==> src/rtl/adc_port_pkg.sv <==
package adc_port_pkg;

  localparam int CFG_W = 6;

  typedef enum logic [2:0] {
    PS_READY   = 3'd0,
    PS_CONVERT = 3'd1,
    PS_NAP     = 3'd2,
    PS_SLEEP   = 3'd3,
    PS_WAKE    = 3'd4
  } pwr_state_e;

  // first serial bit lands in the top field
  typedef struct packed {
    logic       single_end;
    logic       odd_sign;
    logic [1:0] pair_sel;
    logic       unipolar;
    logic       deep_sleep;
  } cfg_t;

  localparam cfg_t CFG_RESET = cfg_t'(6'b000010);

endpackage

==> src/rtl/adc_edge_det.sv <==
module adc_edge_det #(
  parameter logic RESET_VAL = 1'b0
) (
  input  logic clk,
  input  logic rst_n,
  input  logic level,
  output logic rise,
  output logic fall
);

  logic level_q;

  always_ff @(posedge clk or negedge rst_n) begin
    if (!rst_n) level_q <= RESET_VAL;
    else        level_q <= level;
  end

  assign rise = level & ~level_q;
  assign fall = ~level & level_q;

endmodule

==> src/rtl/adc_pwr_seq.sv <==
module adc_pwr_seq
  import adc_port_pkg::*;
#(
  parameter int CONV_CYCLES = 260,
  parameter int WAKE_CYCLES = 40_000_000
) (
  input  logic       clk,
  input  logic       rst_n,
  input  logic       conv_start,
  input  logic       cs_rise,
  input  logic       cfg_sleep,
  output pwr_state_e state,
  output logic       conv_launch,
  output logic       conv_done
);

  localparam int CNT_W = $clog2(CONV_CYCLES + 1);
  localparam int WK_W  = $clog2(WAKE_CYCLES + 1);

  logic [CNT_W-1:0] conv_cnt;
  logic [WK_W-1:0]  wake_cnt;
  logic             wake_done;

  assign conv_launch = (state == PS_READY) && cs_rise;
  assign conv_done   = (state == PS_CONVERT) && (conv_cnt == '0);
  assign wake_done   = (state == PS_WAKE) && (wake_cnt == '0);

  always_ff @(posedge clk or negedge rst_n) begin
    if (!rst_n) begin
      state    <= PS_READY;
      conv_cnt <= '0;
      wake_cnt <= '0;
    end else begin
      case (state)
        PS_READY: begin
          if (cs_rise) begin
            state    <= PS_CONVERT;
            conv_cnt <= CNT_W'(CONV_CYCLES - 1);
          end
        end
        PS_CONVERT: begin
          if (conv_done) begin
            if (!conv_start)    state <= PS_READY;
            else if (cfg_sleep) state <= PS_SLEEP;
            else                state <= PS_NAP;
          end else begin
            conv_cnt <= conv_cnt - 1'b1;
          end
        end
        PS_NAP: begin
          if (!conv_start) state <= PS_READY;
        end
        PS_SLEEP: begin
          if (!conv_start) begin
            state    <= PS_WAKE;
            wake_cnt <= WK_W'(WAKE_CYCLES - 1);
          end
        end
        PS_WAKE: begin
          if (wake_done) state <= PS_READY;
          else           wake_cnt <= wake_cnt - 1'b1;
        end
        default: state <= PS_READY;
      endcase
    end
  end

  // busy window counts straight down whatever the strobe does
  assert_busy_no_restart_R3: assert property (@(posedge clk) disable iff (!rst_n)
    (state == PS_CONVERT && !conv_done) |=>
      (state == PS_CONVERT && conv_cnt == $past(conv_cnt) - 1'b1));

  assert_end_lowpower_R11: assert property (@(posedge clk) disable iff (!rst_n)
    (conv_done && conv_start) |=> (state == PS_NAP || state == PS_SLEEP));

  assert_sleep_to_wake_R13: assert property (@(posedge clk) disable iff (!rst_n)
    (state == PS_SLEEP && !conv_start) |=> (state == PS_WAKE));

  assert_wake_count_R13: assert property (@(posedge clk) disable iff (!rst_n)
    (state == PS_WAKE && !wake_done) |=>
      (state == PS_WAKE && wake_cnt == $past(wake_cnt) - 1'b1));

endmodule

==> src/rtl/adc_cfg_capture.sv <==
module adc_cfg_capture
  import adc_port_pkg::*;
(
  input  logic clk,
  input  logic rst_n,
  input  logic frame_clr,
  input  logic data_phase,
  input  logic sck_rise,
  input  logic sdi,
  output cfg_t cfg
);

  logic [2:0]       rise_cnt;
  logic [CFG_W-2:0] shreg;
  logic             take;
  logic             cfg_load;

  assign take     = data_phase && sck_rise && (rise_cnt < 3'(CFG_W));
  assign cfg_load = take && (rise_cnt == 3'(CFG_W - 1));

  always_ff @(posedge clk or negedge rst_n) begin
    if (!rst_n) begin
      rise_cnt <= '0;
      shreg    <= '0;
      cfg      <= CFG_RESET;
    end else if (frame_clr) begin
      rise_cnt <= '0;
    end else if (take) begin
      shreg    <= {shreg[CFG_W-3:0], sdi};
      rise_cnt <= rise_cnt + 1'b1;
      if (cfg_load) cfg <= cfg_t'({shreg, sdi});
    end
  end

  assert_cfg_hold_R9: assert property (@(posedge clk) disable iff (!rst_n)
    !cfg_load |=> $stable(cfg));

  assert_rise_count_R8: assert property (@(posedge clk) disable iff (!rst_n)
    (take && !frame_clr) |=> (rise_cnt == $past(rise_cnt) + 1'b1));

endmodule

==> src/rtl/adc_result_out.sv <==
module adc_result_out #(
  parameter int DATA_W = 12
) (
  input  logic              clk,
  input  logic              rst_n,
  input  logic              launch,
  input  logic              done,
  input  logic              frame_clr,
  input  logic              data_phase,
  input  logic              sck_fall,
  input  logic              uni_now,
  input  logic [DATA_W-1:0] sample_in,
  output logic              sdo_bit
);

  localparam int FW = $clog2(DATA_W + 1);

  logic [DATA_W-1:0] hold;
  logic              uni_hold;
  logic [DATA_W-1:0] result;
  logic [FW-1:0]     fall_cnt;
  logic [FW-1:0]     bit_sel;
  logic              tail;

  // offset-binary sample to output code
  function automatic logic [DATA_W-1:0] fmt_code(input logic [DATA_W-1:0] raw,
                                                 input logic uni);
    fmt_code = uni ? raw : {~raw[DATA_W-1], raw[DATA_W-2:0]};
  endfunction

  always_ff @(posedge clk or negedge rst_n) begin
    if (!rst_n) begin
      hold     <= '0;
      uni_hold <= 1'b1;
      result   <= '0;
    end else begin
      if (launch) begin
        hold     <= sample_in;
        uni_hold <= uni_now;
      end
      if (done) result <= fmt_code(hold, uni_hold);
    end
  end

  assign tail = (fall_cnt >= FW'(DATA_W));

  always_ff @(posedge clk or negedge rst_n) begin
    if (!rst_n)                             fall_cnt <= '0;
    else if (frame_clr)                     fall_cnt <= '0;
    else if (data_phase && sck_fall && !tail) fall_cnt <= fall_cnt + 1'b1;
  end

  assign bit_sel = FW'(DATA_W - 1) - fall_cnt;
  assign sdo_bit = tail ? 1'b0 : result[bit_sel];

  assert_bit_step_R6: assert property (@(posedge clk) disable iff (!rst_n)
    (fall_cnt != $past(fall_cnt)) |->
      (fall_cnt == $past(fall_cnt) + 1'b1 || fall_cnt == '0));

  assert_result_stable_R10: assert property (@(posedge clk) disable iff (!rst_n)
    !done |=> $stable(result));

endmodule

==> src/rtl/adc_serial_port.sv <==
module adc_serial_port
  import adc_port_pkg::*;
#(
  parameter int DATA_W      = 12,
  parameter int CONV_CYCLES = 260,
  parameter int WAKE_CYCLES = 40_000_000
) (
  input  logic              clk,
  input  logic              rst_n,
  input  logic              conv_start,
  input  logic              sclk,
  input  logic              sdi,
  input  logic [DATA_W-1:0] sample_in,
  output logic              sdo,
  output logic              sdo_oe,
  output logic [2:0]        pwr_state,
  output logic [CFG_W-1:0]  cfg_word
);

  logic       cs_rise, cs_fall;
  logic       sck_rise, sck_fall;
  pwr_state_e st;
  logic       conv_launch, conv_done;
  logic       frame_clr, data_phase;
  logic       sdo_bit;
  cfg_t       cfg;

  adc_edge_det #(.RESET_VAL(1'b0)) u_cs_edge (
    .clk(clk), .rst_n(rst_n), .level(conv_start), .rise(cs_rise), .fall(cs_fall)
  );

  adc_edge_det #(.RESET_VAL(1'b0)) u_sck_edge (
    .clk(clk), .rst_n(rst_n), .level(sclk), .rise(sck_rise), .fall(sck_fall)
  );

  adc_pwr_seq #(.CONV_CYCLES(CONV_CYCLES), .WAKE_CYCLES(WAKE_CYCLES)) u_seq (
    .clk(clk), .rst_n(rst_n), .conv_start(conv_start), .cs_rise(cs_rise),
    .cfg_sleep(cfg.deep_sleep), .state(st),
    .conv_launch(conv_launch), .conv_done(conv_done)
  );

  assign frame_clr  = conv_launch | conv_done;
  assign data_phase = (st == PS_READY) && !conv_start;

  adc_cfg_capture u_cfg (
    .clk(clk), .rst_n(rst_n), .frame_clr(frame_clr), .data_phase(data_phase),
    .sck_rise(sck_rise), .sdi(sdi), .cfg(cfg)
  );

  adc_result_out #(.DATA_W(DATA_W)) u_out (
    .clk(clk), .rst_n(rst_n), .launch(conv_launch), .done(conv_done),
    .frame_clr(frame_clr), .data_phase(data_phase), .sck_fall(sck_fall),
    .uni_now(cfg.unipolar), .sample_in(sample_in), .sdo_bit(sdo_bit)
  );

  assign sdo_oe    = data_phase;
  assign sdo       = data_phase & sdo_bit;
  assign pwr_state = st;
  assign cfg_word  = cfg;

  assert_nap_release_R12: assert property (@(posedge clk) disable iff (!rst_n)
    (st == PS_NAP && cs_fall) |=> (pwr_state == 3'd0));

  assert_sck_ignored_R14: assert property (@(posedge clk) disable iff (!rst_n)
    (st == PS_CONVERT) |=> $stable(cfg_word));

  assert_quiet_when_off_R4: assert property (@(posedge clk) disable iff (!rst_n)
    (pwr_state != 3'd0) |-> (!sdo_oe && !sdo));

endmodule

==> config.mk <==
export PLATFORM = sky130hd
export DESIGN_NAME = adc_serial_port
export DESIGN_NICKNAME = d
export VERILOG_FILES = /design/src/rtl/adc_port_pkg.sv /design/src/rtl/adc_edge_det.sv /design/src/rtl/adc_pwr_seq.sv /design/src/rtl/adc_cfg_capture.sv /design/src/rtl/adc_result_out.sv /design/src/rtl/adc_serial_port.sv
export SDC_FILE = /design/constraint.sdc
export NUM_CORES = 1
export LEC_CHECK = 0
export ABC_AREA = 0
export BUFFER_PORTS_ARGS = -buffer_cell sky130_fd_sc_hd__buf_2
export CORE_AREA = 3 3 113 88
export CTS_BUF_LIST = sky130_fd_sc_hd__clkbuf_4
export DETAILED_ROUTE_END_ITERATION = 16
export DIE_AREA = 0 0 116 91
export PLACE_DENSITY = 0.73
export SKIP_LAST_GASP = 1
export SLEW_MARGIN = 20
export SYNTH_ARGS = -nofsm -noshare
export SYNTH_HDL_FRONTEND = slang
export SYNTH_SLANG_ARGS = --single-unit
export TNS_END_PERCENT = 30
==> constraint.sdc <==
create_clock -name clk -period 3.3 [get_ports clk]
set_input_delay 0.99 -clock clk [delete_from_list [all_inputs] [get_ports clk]]
set_output_delay 0.99 -clock clk [all_outputs]
set_load 0.02 [all_outputs]
; After elaboration in Yosys (flattened, before gate mapping)
; Cells that the tools add are included.
[classes]
add_sub_neg = 5
order_cmp = 3
eq_ne = 12
mux = 22
bitwise = 10
reduce_logical = 23
[ops]
columns = operator, n
row1 = $mux W26, 2
row2 = $pmux W26 S2, 1
row3 = $logic_not A26 Y1, 1
row4 = $sub A26 B1 Y26 const B, 1
row5 = $mux W3, 8
row6 = $mux W9, 2
row7 = $pmux W9 S2, 1
row8 = $pmux W3 S5, 1
row9 = $mux W12, 1
row10 = $ne A2 B2 Y1 const B, 5
row11 = $logic_and A1 B1 Y1, 9
row12 = $logic_not A9 Y1, 1
row13 = $reduce_and A3 Y1, 3
row14 = $sub A9 B1 Y9 const B, 1
row15 = $mux W4, 2
row16 = $reduce_bool A2 Y1, 4
row17 = $eq A3 B2 Y1 const B, 2
row18 = $eq A3 B3 Y1 const B, 2
row19 = $lt A4 B5 Y1 const B, 1
row20 = $not A1 Y1, 5
row21 = $reduce_and A5 Y1, 1
row22 = $add A4 B1 Y4 const B, 1
row23 = $and A1 B1 Y1, 4
row24 = $bmux W1 S4, 1
row25 = 11 further kinds, 15
[word_totals]
reg_bits = 83
in_bits = 17
output_inout_bits = 11
elab_cells = 91

; Longest topological paths before layout
; Gate-level depths: netlist of the first run.
[logic_depth]
depth_word = 6
depth_mapped = 9
mapped_depth_nobuf = 7

; Hierarchy
; From an unflattened synthesis of the first run, not the netlist that was laid out.
[hier_totals]
cells_unflattened = 350
hier_area_um2 = 4041.4
[modules_own_cells]
columns = module, n_inst, cells_each, area_each_um2, seq_area_each_um2
row1 = adc_pwr_seq, 1, 216, 2047.0, 950.9
row2 = adc_result_out, 1, 81, 1261.2, 726.9
row3 = adc_cfg_capture, 1, 44, 628.1, 351.6
row4 = adc_edge_det, 2, 3, 40.0, 25.0
row5 = adc_serial_port, 1, 3, 25.0, 0.0

; Worst setup path before layout of the first run
; No wires, ideal clock.
[synth_timing]
path_type = input-to-output
startpoint = input port conv_start
endpoint = output port sdo
t_arrival_ns = 2.461
t_required_ns = 2.310
setup_slack_ns = -0.151
cell_stages = 2
n_path_buf = 0
cell_sequence = nor4_1 nor3b_1
[synth_via]
elab_chain_cells = 3
[synth_lines]
columns = element, line_no
row1 = "start, declared", adc_serial_port.sv:10  ; input logic conv_start,
row2 = $logic_not A1 Y1, n/a
row3 = $logic_and A1 B1 Y1, adc_serial_port.sv:43  ; assign data_phase = (st == PS_READY) && !conv_start;
row4 = $and A1 B1 Y1, adc_serial_port.sv:57  ; assign sdo = data_phase & sdo_bit;
row5 = "end, declared", adc_serial_port.sv:14  ; output logic sdo,
; Every way passes these cells.

; Final worst setup path of the first run
[layout_timing]
startpoint = register u_out.fall_cnt[0]
endpoint = output port sdo
[layout_via]
elab_chain_cells = 5
word_cells_on_any_way = 6
cone_classes = 1 x add/sub / 1 x order compare / 3 x mux / 1 x bitwise
[layout_lines]
columns = element, line_no
row1 = "start, declared", adc_result_out.sv:21  ; logic [FW-1:0] fall_cnt;
row2 = "start signal, assigned", adc_result_out.sv:50  ; else if (data_phase && sck_fall && !tail) fall_cnt <= fall_cnt + 1'b1;
row3 = $sub A4 B4 Y4, adc_result_out.sv:53  ; assign bit_sel = FW'(DATA_W - 1) - fall_cnt;
row4 = $bmux W1 S4, adc_result_out.sv:54  ; assign sdo_bit = tail ? 1'b0 : result[bit_sel];
row5 = $mux W1 (not written as such), adc_result_out.sv:54
row6 = $mux W1 *, adc_result_out.sv:54
row7 = $and A1 B1 Y1 *, adc_serial_port.sv:57
; Mark *: on every way between the ends. The rest lies on a longest branch, timed or not. The select of a mux whose other input is x is not followed.

==> flow_summary_export.csv, run 1 <==
group,metric,value,unit
synthesis,syn-cell-area,0.00398,mm2
synthesis,avgSynthCellArea,10.3,um2
global_route,grt_max_degree,54,
cts,cts_resized,0,
route,viasPerCell,5.55,
cells_and_area,nets,440,
timing,drv_slew,0,
cts,cts.clk_slew.worst_paths,120,ps
synthesis,synth-adder-area-share,0.0189,
power_and_ir_drop,clockPowerShare,0.173,
global_route,grt_pass1_wl,14000,um
placed_design,port_buffers,27,
cts,cts_root_buf,"clkbuf_4",
cells_and_area,final_util,0.493,
route,ant_nets,0,
timing,clock.fmax,0.326,GHz
global_route,antenna_found_initial,0,
cts,clk_latency,430,ps
critical_path,cp-end-kind,"output port",
synthesis,seq_area_frac_synth,0.522,
route,detail_route.wl_per_cell,14.9,um
placed_design,gp_congestion,0.868,
route,drt_wl_total,7930,um
power_and_ir_drop,power_switching,1150,uW
timing,setup_viol,0,
timing,finalCriticalPeriod,3070,ps
synthesis,async_flop_share,1.00,
timing,rsz0062_at_grt,"no",
global_route,grt_overflow_total,0,
cells_and_area,fillers,818,
power_and_ir_drop,power.density,691,mW/mm2
synthesis,ys.flop_type,"dfrtp_1",
cts,cts_tree,"yes",
critical_path,cp_data_arrival_time,2080,ps
synthesis,synthMuxAreaShare,0.0893,
synthesis,synth_edf_count,0,
power_and_ir_drop,power_leakage,0.00198,uW
timing,worst_slew_pin_slew,672,ps
global_route,grt_pass1_vias,2933,
floorplanning,die_h,91,um
power_and_ir_drop,p_sw_frac,0.377,
synthesis,netlist_instances,386,
floorplanning,core_area,0.00893,mm2
cells_and_area,syn2layout_area_growth,10.5,%
route,drc,0,
floorplanning,initial_core_util,0.446,
floorplanning,die_width,116,um
timing,finalSetupTns,0,ps
min_path,hold_path.class,"reg -> reg",
route,vias,2965,
cts,cts_buffers,9,
cts,post_cts_buffers,0,
run,max_cap_violations,0,
critical_path,critPathMaxFanout,6,
power_and_ir_drop,max-vdd-ir-drop,201,uV
global_route,grt_usage,0.163,
cells_and_area,drive_gt1_frac,0.225,
synthesis,synth-xor-area-share,0.0330,
critical_path,crit_type,"reg -> out",
placed_design,place_hpwl,5620,um
critical_path,start_kind,"flip-flop",
status,status,"finished clean",
timing,max_slew_margin,0.548,
synthesis,synth-simple-area-share,0.206,
timing,finalCritPeriodShare,0.931,
timing,hold_viol_final,0,
timing,fin_skew,15.0,ps
power_and_ir_drop,cellInternalPower,1890,uW
floorplanning,io_pins,28,
synthesis,ys_seq_elements,83,
synthesis,synth_compound_area_frac,0.100,
cells_and_area,diodes,0,
cts,clk_path_buf_depth,2,
synthesis,synth_top_family_by_area,"simple AND/OR/NAND/NOR gates",
power_and_ir_drop,seqPwrFrac,0.540,
cts,ctsHoldBuffers,0,
route,first_iter_violations,254,
floorplanning,die_area,0.0106,mm2
cts,h-tree-depth,3,
critical_path,cp.required,2310,ps
synthesis,syn-num-nets,409,
floorplanning,rows,30,
power_and_ir_drop,power_frac_comb,0.287,
route,dr.pass1.iters,4,
synthesis,yosysUniqueCellTypes,52,
cts,cts_sinks,83,
synthesis,yosysWarningCount,0,
[state kept, by name, summed over array words and instances, names as in the netlist]
name and flops:
u_cfg.cfg 6, u_cfg.rise_cnt 3, u_cfg.shreg 5, u_cs_edge.level_q 1
u_out.fall_cnt 4, u_out.hold 12, u_out.result 12, u_out.uni_hold 1
u_sck_edge.level_q 1, u_seq.conv_cnt 9, u_seq.state 3, u_seq.wake_cnt 26
[critical path: stages (launching register included)]
cell     delay [ps]
dfrtp_1         540
mux4_2          550
mux2i_1         150
nor2_1           60
a31oi_1         140
nor3b_1          70
buf_2           160
[synth_stat cells, types with 6 or more instances]
| cell type | number | area, um2 |
|---|---|---|
| dfrtp_1 | 81 | 2030 |
| nand2_1 | 63 | 236 |
| nor2_1 | 31 | 116 |
| mux2_2 | 22 | 248 |
| o21ai_0 | 17 | 85.1 |
| a21oi_1 | 15 | 75.1 |
| clkbuf_1 | 12 | 45.0 |
| nor3_1 | 12 | 60.1 |
| nand3_1 | 9 | 45.0 |
| xnor2_1 | 9 | 78.8 |
| inv_1 | 8 | 30.0 |
| nor4_1 | 8 | 50.1 |
| ha_1 | 6 | 75.1 |
| or3_1 | 6 | 37.5 |
| or4_1 | 6 | 45.0 |
| xor2_1 | 6 | 52.6 |
[layout by cell type, fill, tap and decap left out, drive strengths merged, types with 11 or more instances in the layout]
cell type,Yosys,layout
mux2,22,22
dfrtp,81,81
inv,8,11
o21ai,17,17
buf,6,38
nor2,31,31
nand2,63,63
nor3,12,12
a21oi,15,15
[area by class of cell]
cell class	count	area, um2	share of cell area
Clock buffer	9	67.6	0.0154
Tap cell	112	140	0.0318
Clock inverter	7	51.3	0.0117
Timing Repair Buffer	38	233	0.0529
Sequential cell	83	2080	0.473
Multi-Input combinational cell	277	1800	0.409
Inverter	8	30.0	0.00682
[path summary, 6_finish.rpt]
path	from	to	slack, ps	cells past startpoint
setup reg to reg	u_seq.wake_cnt[0]	u_seq.wake_cnt[2]	710	7
hold reg to reg	u_out.hold[0]	u_out.hold[0]	490	2
hold / removal	u_out.hold[0]	u_out.hold[0]	490	2
min in group asynchronous	rst_n	u_seq.wake_cnt[6]	580	1
setup / recovery	u_out.fall_cnt[0]	sdo	230	6
max in group asynchronous	rst_n	u_out.result[10]	2100	2
[power by group through the flow]
stage | sequential (uW) | combinational [uW] | clock (uW)
after floorplan | 1560 | 660 | 0
after detailed placement | 1660 | 883 | 0
after global placement | 1640 | 836 | 0
final | 1640 | 872 | 525
after global routing | 1700 | 1000 | 584
after CTS | 1640 | 886 | 550
[per-layer routing]
metal | share of wire | up-vias | track usage | wire length, um
li1 | - | 1452 | - | -
met1 | 0.48 | 1444 | 0.236 | 3840
met2 | 0.46 | 59 | 0.247 | 3680
met3 | 0.040 | 10 | 0.0340 | 319
met4 | 0.012 | 0 | 0.0502 | 93
met5 | 0 | - | 0 | 0
[per-stage QoR]
stage	cells	worst slack (ps)	total power, uW	hold slack (ps)	area (um2)
detailed placement	518	315	2540	463	4280
global route	534	97.0	3290	516	4400
floorplan	386	194	2220	441	3990
global placement	518	440	2480	461	4280
CTS	534	175	3070	494	4400
finish	534	229	3040	490	4400
[cells by family (layout without fill, tap and decap cells)]
family,Yosys count,count (layout)
AND/OR/NAND/NOR,164,164
AO/OA/AOI/OAI,63,63
flip-flops,83,83
XOR/XNOR,15,15
multiplexers,29,29
buffers and inverters,26,62
adder cells (fa/ha/maj),6,6
Note: power is estimated with default switching activity, not from simulation.
==> run 2: changes to the inputs <==
--- a/config.mk
+++ b/config.mk
@@ -11,7 +11,7 @@
 export CTS_BUF_LIST = sky130_fd_sc_hd__clkbuf_4
 export DETAILED_ROUTE_END_ITERATION = 16
 export DIE_AREA = 0 0 116 91
-export PLACE_DENSITY = 0.73
+export PLACE_DENSITY = 0.7
 export SKIP_LAST_GASP = 1
 export SLEW_MARGIN = 20
 export SYNTH_ARGS = -nofsm -noshare
==> run 2 against run 1 <==
Compared with the run above:
- critical path type unchanged
- highest routed layer unchanged
- critical path depth did not move
- first-iteration DRC count fell by 12%
- largest cell class unchanged
- setup slack better by 69 ps
- utilization increased by 0.53 points
- via count increased by 0.88%
- wire length is 2.9% higher
- register-to-register slack better by 120 ps
- clock skew grew 5.2 ps
- non-clock buffer count is 1 higher
- hold slack gained 0.56 ps
- sequential share of layout area fell by 0.48 points
==> flow_summary_export.csv, run 2 (synthesis gave the netlist of run 1 again) <==
group,metric,value,unit
status,status,"finished clean",
cells_and_area,drive_gt1_frac,0.229,
cts,cts.clk_slew.worst_paths,130,ps
power_and_ir_drop,max-vdd-ir-drop,238,uV
cells_and_area,largest_reg_flops,26,
power_and_ir_drop,power.density,715,mW/mm2
cts,clk_path_buf_depth,2,
min_path,holdCritStartpoint,"u_out.hold[2]",
floorplanning,die_width,116,um
critical_path,crit_type,"reg -> out",
timing,hold_viol_final,0,
timing,whs,490,ps
floorplanning,rows,30,
cts,cts_root_buf,"clkbuf_4",
floorplanning,io_pins,28,
route,vias,2991,
cells_and_area,regMostFlops,"u_seq.wake_cnt",
critical_path,cp_data_arrival_time,2010,ps
route,dr.pass1.iters,4,
placed_design,place_hpwl,5720,um
floorplanning,initial_core_util,0.446,
global_route,grt_pass1_wl,14400,um
global_route,antenna_found_initial,0,
cts,clk_latency,450,ps
floorplanning,core_area,0.00893,mm2
cells_and_area,final_cell_mix,"dfrtp_1, nand2_1, nor2_1, buf_2, mux2_2",
cells_and_area,nets,441,
route,ant_nets,0,
timing,rsz0062_at_grt,"no",
cts,cts_sinks,83,
run,max_cap_violations,0,
global_route,grt_max_degree,84,
route,drt_wl_total,8160,um
timing,setup_viol,0,
placed_design,gp_congestion,0.803,
global_route,grt_usage,0.169,
placed_design,port_buffers,27,
power_and_ir_drop,power_leakage,0.00200,uW
cells_and_area,diodes,0,
route,drc,0,
cts,cts_tree,"yes",
critical_path,worstReg2RegStart,"u_seq.wake_cnt[6]",
timing,max_slew_margin,0.504,
timing,finalCritPeriodShare,0.910,
cells_and_area,fin_area,0.00445,mm2
critical_path,regToRegSetupSlack,830,ps
critical_path,r2r_end,"u_seq.wake_cnt[13]",
cells_and_area,reg_top3,"u_seq.wake_cnt x26, u_out.hold x12, u_out.result x12",
critical_path,reg2reg_depth,5,
cells_and_area,fillers,809,
global_route,grt_overflow_total,0,
placed_design,place_area,0.00428,mm2
timing,worst_slack,298,ps
cts,ctsHoldBuffers,0,
cells_and_area,syn2layout_area_growth,11.7,%
cts,h-tree-depth,3,
cells_and_area,layout_commonest_cell,"dfrtp_1",
cts,cts_buffers,9,
critical_path,cp-end-kind,"output port",
timing,finalSetupTns,0,ps
floorplanning,die_area,0.0106,mm2
timing,clock.fmax,0.333,GHz
critical_path,cp.required,2310,ps
floorplanning,die_h,91,um
route,viasPerCell,5.59,
timing,fin_skew,20.2,ps
critical_path,critPathMaxFanout,6,
timing,drv_slew,0,
route,first_iter_violations,223,
route,detail_route.wl_per_cell,15.3,um
min_path,hold_depth,2,
placed_design,preCtsSetupSlack,375,ps
timing,worst_slew_pin_slew,744,ps
timing,finalCriticalPeriod,3000,ps
critical_path,start_kind,"flip-flop",
global_route,grt_pass1_vias,2984,
min_path,hold_path.class,"reg -> reg",
min_path,whs_endpoint,"u_out.hold[2]",
run 2: changes by cell type in the layout (fill, tap and decap cells not counted):
cell,change
buf_4,+1
inv_6,-1
clkinvlp_4,-1
bufinv_16,+2
dfrtp_2,+1
buf_12,-1
clkinv_2,-1
clkinv_4,+1
buf_6,+1
dfrtp_1,-1
run 2: worst max-delay path by stage:
stage,start,to,slack [ps],depth (start not counted)
2_1_floorplan,conv_start,sdo,190,2
4_1_cts,u_out.fall_cnt[0],sdo,170,6
6_report,u_out.fall_cnt[0],sdo,300,6
5_1_grt,u_out.fall_cnt[0],sdo,110,6
3_5_place_dp,conv_start,u_seq.wake_cnt[14],380,6
3_3_place_gp,conv_start,sdo,490,4
run 2: critical path: stages, from the launching register on:
cell     delay [ps]
dfrtp_2         480
mux4_2          530
mux2i_1         150
nor2_1           50
a31oi_1         140
nor3b_1          60
buf_2           150
run 2: report_power, final:
| group | internal (uW) | leakage, uW | switching (uW) |
|---|---|---|---|
| clock | 312 | 0.0000869 | 366 |
| sequential | 1330 | 0.00104 | 321 |
| combinational | 394 | 0.000874 | 457 |
| total | 2030 | 0.00200 | 1140 |
run 2: final cells by class:
class / count / area (um2) / area share
Sequential cell: 83 / 2080 / 0.468
Multi-Input combinational cell: 277 / 1800 / 0.405
Clock inverter: 7 / 98.8 / 0.0222
Inverter: 8 / 30.0 / 0.00675
Timing Repair Buffer: 39 / 231 / 0.0520
Tap cell: 112 / 140 / 0.0315
Clock buffer: 9 / 67.6 / 0.0152
run 2: routing by layer:
layer	vias up	global-route usage	routed length (um)
li1	1448	-	-
met5	-	0	0
met3	10	0.0420	329
met1	1466	0.242	3940
met4	0	0.0541	125
met2	67	0.252	3770
run 2: stage by stage:
stage | std cells | utilization | total power [uW]
final | 535 | 0.498 | 3180
after global routing | 535 | 0.498 | 3430
after CTS | 535 | 0.497 | 3210
after detailed placement | 519 | 0.479 | 2520
after global placement | 519 | 0.479 | 2470
after floorplan | 386 | - | 2220
run 2: timing repair:
item / in CTS / in global routing
endpoints found under the setup margin: 0 / 1
resized for setup: 0 / 1
setup buffers: 0 / 0
==> run 3: changes to the inputs <==
--- a/config.mk
+++ b/config.mk
@@ -7,11 +7,13 @@
 export LEC_CHECK = 0
 export ABC_AREA = 0
 export BUFFER_PORTS_ARGS = -buffer_cell sky130_fd_sc_hd__buf_2
-export CORE_AREA = 3 3 113 88
+export CELL_PAD_IN_SITES_DETAIL_PLACEMENT = 0
+export CELL_PAD_IN_SITES_GLOBAL_PLACEMENT = 2
+export CORE_AREA = 3 3 118 92
 export CTS_BUF_LIST = sky130_fd_sc_hd__clkbuf_4
 export DETAILED_ROUTE_END_ITERATION = 16
-export DIE_AREA = 0 0 116 91
-export PLACE_DENSITY = 0.7
+export DIE_AREA = 0 0 121 95
+export PLACE_DENSITY = 0.9
 export SKIP_LAST_GASP = 1
 export SLEW_MARGIN = 20
 export SYNTH_ARGS = -nofsm -noshare
==> run 3 against run 2 <==
Compared with the run above:
- global-route usage shrank 0.94 points
- hold slack lost 5.0 ps
- cell count grew 3.4%
- critical path depth is the same
- flip-flop and latch count is the same
- first-iteration DRC count shrank 11%
- combinational power grew 1%
- register-to-register slack lost 120 ps
- cell area grew 1.2%
- sequential share of layout area shrank 0.59 points
- setup slack lost 70 ps
- critical path type unchanged
- largest cell class unchanged
- highest routed layer unchanged
==> flow_summary_export.csv, run 3 (synthesis gave the netlist of run 1 again) <==
group,metric,value,unit
status,status,"finished clean",
cts,clk_path_buf_depth,2,
route,detail_route.wl_per_cell,15.2,um
placed_design,place_area,0.00430,mm2
critical_path,cp.required,2310,ps
cells_and_area,diodes,0,
floorplanning,rows,31,
floorplanning,initial_core_util,0.412,
global_route,grt_max_degree,45,
global_route,grt_pass1_wl,14300,um
global_route,grt_overflow_total,0,
min_path,hold_path.class,"reg -> reg",
critical_path,cp_data_arrival_time,2080,ps
min_path,hold_depth,2,
critical_path,crit_type,"reg -> out",
cells_and_area,drive_gt1_frac,0.219,
cts,ctsHoldBuffers,0,
critical_path,slowest_stage,"mux4_2",
timing,max_slew_margin,0.540,
cells_and_area,regMostFlops,"u_seq.wake_cnt",
critical_path,regToRegSetupSlack,710,ps
timing,drv_slew,0,
timing,setup_viol,0,
placed_design,port_buffers,27,
power_and_ir_drop,power.density,735,mW/mm2
critical_path,path_cells,"mux4_2, mux2i_1, nor2_1, a31oi_1, nor3b_1, buf_2",
route,dr.pass1.iters,4,
cts,cts_tree,"yes",
cells_and_area,syn2layout_area_growth,13.1,%
critical_path,critPathMaxFanout,6,
timing,rsz0062_at_grt,"no",
floorplanning,die_width,121,um
cts,cts_sinks,83,
timing,hold_viol_final,0,
route,drt_wl_total,8390,um
placed_design,placed_cells,537,
cells_and_area,fin_area,0.00450,mm2
floorplanning,die_h,95,um
global_route,grt_usage,0.160,
route,first_iter_violations,199,
cells_and_area,layout_commonest_cell,"dfrtp_1",
critical_path,crit_path_max_incr_delay,550,ps
cts,post_cts_buffers,0,
power_and_ir_drop,power_leakage,0.00201,uW
route,viasPerCell,5.33,
timing,fin_skew,13.5,ps
cts,cts.clk_slew.worst_paths,130,ps
timing,clock.fmax,0.325,GHz
cells_and_area,largest_reg_flops,26,
power_and_ir_drop,max-vdd-ir-drop,382,uV
cells_and_area,reg_top3,"u_seq.wake_cnt x26, u_out.hold x12, u_out.result x12",
cts,cts_buffers,9,
timing,finalCriticalPeriod,3070,ps
route,ant_nets,0,
route,vias,2945,
run,max_cap_violations,0,
cells_and_area,final_cell_mix,"dfrtp_1, nand2_1, nor2_1, buf_2, mux2_2",
timing,finalSetupTns,0,ps
cts,cts_resized,0,
timing,worst_slew_pin_slew,689,ps
cts,clk_latency,430,ps
critical_path,cp-end-kind,"output port",
critical_path,reg2reg_depth,7,
global_route,grt_pass1_vias,2738,
cts,h-tree-depth,3,
floorplanning,core_area,0.00966,mm2
cts,cts_root_buf,"clkbuf_4",
route,drc,0,
timing,finalCritPeriodShare,0.931,
floorplanning,die_area,0.0115,mm2
floorplanning,io_pins,28,
cells_and_area,nets,439,
placed_design,place_hpwl,5870,um
global_route,antenna_found_initial,0,
critical_path,start_kind,"flip-flop",
cells_and_area,layout.cells.non_filler,553,
placed_design,gp_congestion,0.784,
-- run 3: path summary, 6_finish.rpt --
| check | from | endpoint |
|---|---|---|
| worst max-delay path | u_out.fall_cnt[0] | sdo |
| worst min-delay path | u_out.hold[4] | u_out.hold[4] |
| worst max register to register | u_seq.wake_cnt[0] | u_seq.wake_cnt[14] |
| worst min register to register | u_out.hold[4] | u_out.hold[4] |
| max in group asynchronous | rst_n | u_cfg.cfg[1] |
| min in group asynchronous | rst_n | u_seq.conv_cnt[0] |
-- run 3: layout make-up --
class / count / area [um2]
multi-input combinational: 277 / 1800
timing repair buffer: 37 / 225
inverter: 8 / 30.0
sequential: 83 / 2080
clock inverter: 6 / 128
tap: 132 / 165
fill: 923 / 5160
clock buffer: 10 / 75.1
-- run 3: through the flow --
| stage | power, uW | setup WS, ps | hold slack [ps] | util |
|---|---|---|---|---|
| 3_5_place_dp | 2530 | 372 | 459 | 0.445 |
| 3_3_place_gp | 2510 | 435 | 457 | 0.445 |
| 2_1_floorplan | 2220 | 194 | 441 | - |
| 5_1_grt | 3560 | 26.3 | 510 | 0.466 |
| 4_1_cts | 3350 | 188 | 490 | 0.466 |
| 6_report | 3310 | 227 | 485 | 0.466 |
-- run 3: where the power goes --
part           switching [uW]  leakage, uW  internal [uW]
clock                     342     0.000106            464
combinational             460     0.000866            404
sequential                313      0.00104           1330
-- run 3: routing by layer --
layer | part of all wire | GRT usage | up-vias
li1 | - | - | 1449
met2 | 0.40 | 0.208 | 46
met5 | 0 | 0 | -
met1 | 0.55 | 0.254 | 1441
met3 | 0.037 | 0.0467 | 9
met4 | 0.0095 | 0.0425 | 0
-- run 3: critical path, delay by kind of cell (launching register included) --
kind	cells	cell delay, ps
buffers and inverters	1	160
DFF	1	540
muxes	2	690
and+or+nand+nor	2	120
AOI/OAI and AO/OA	1	140
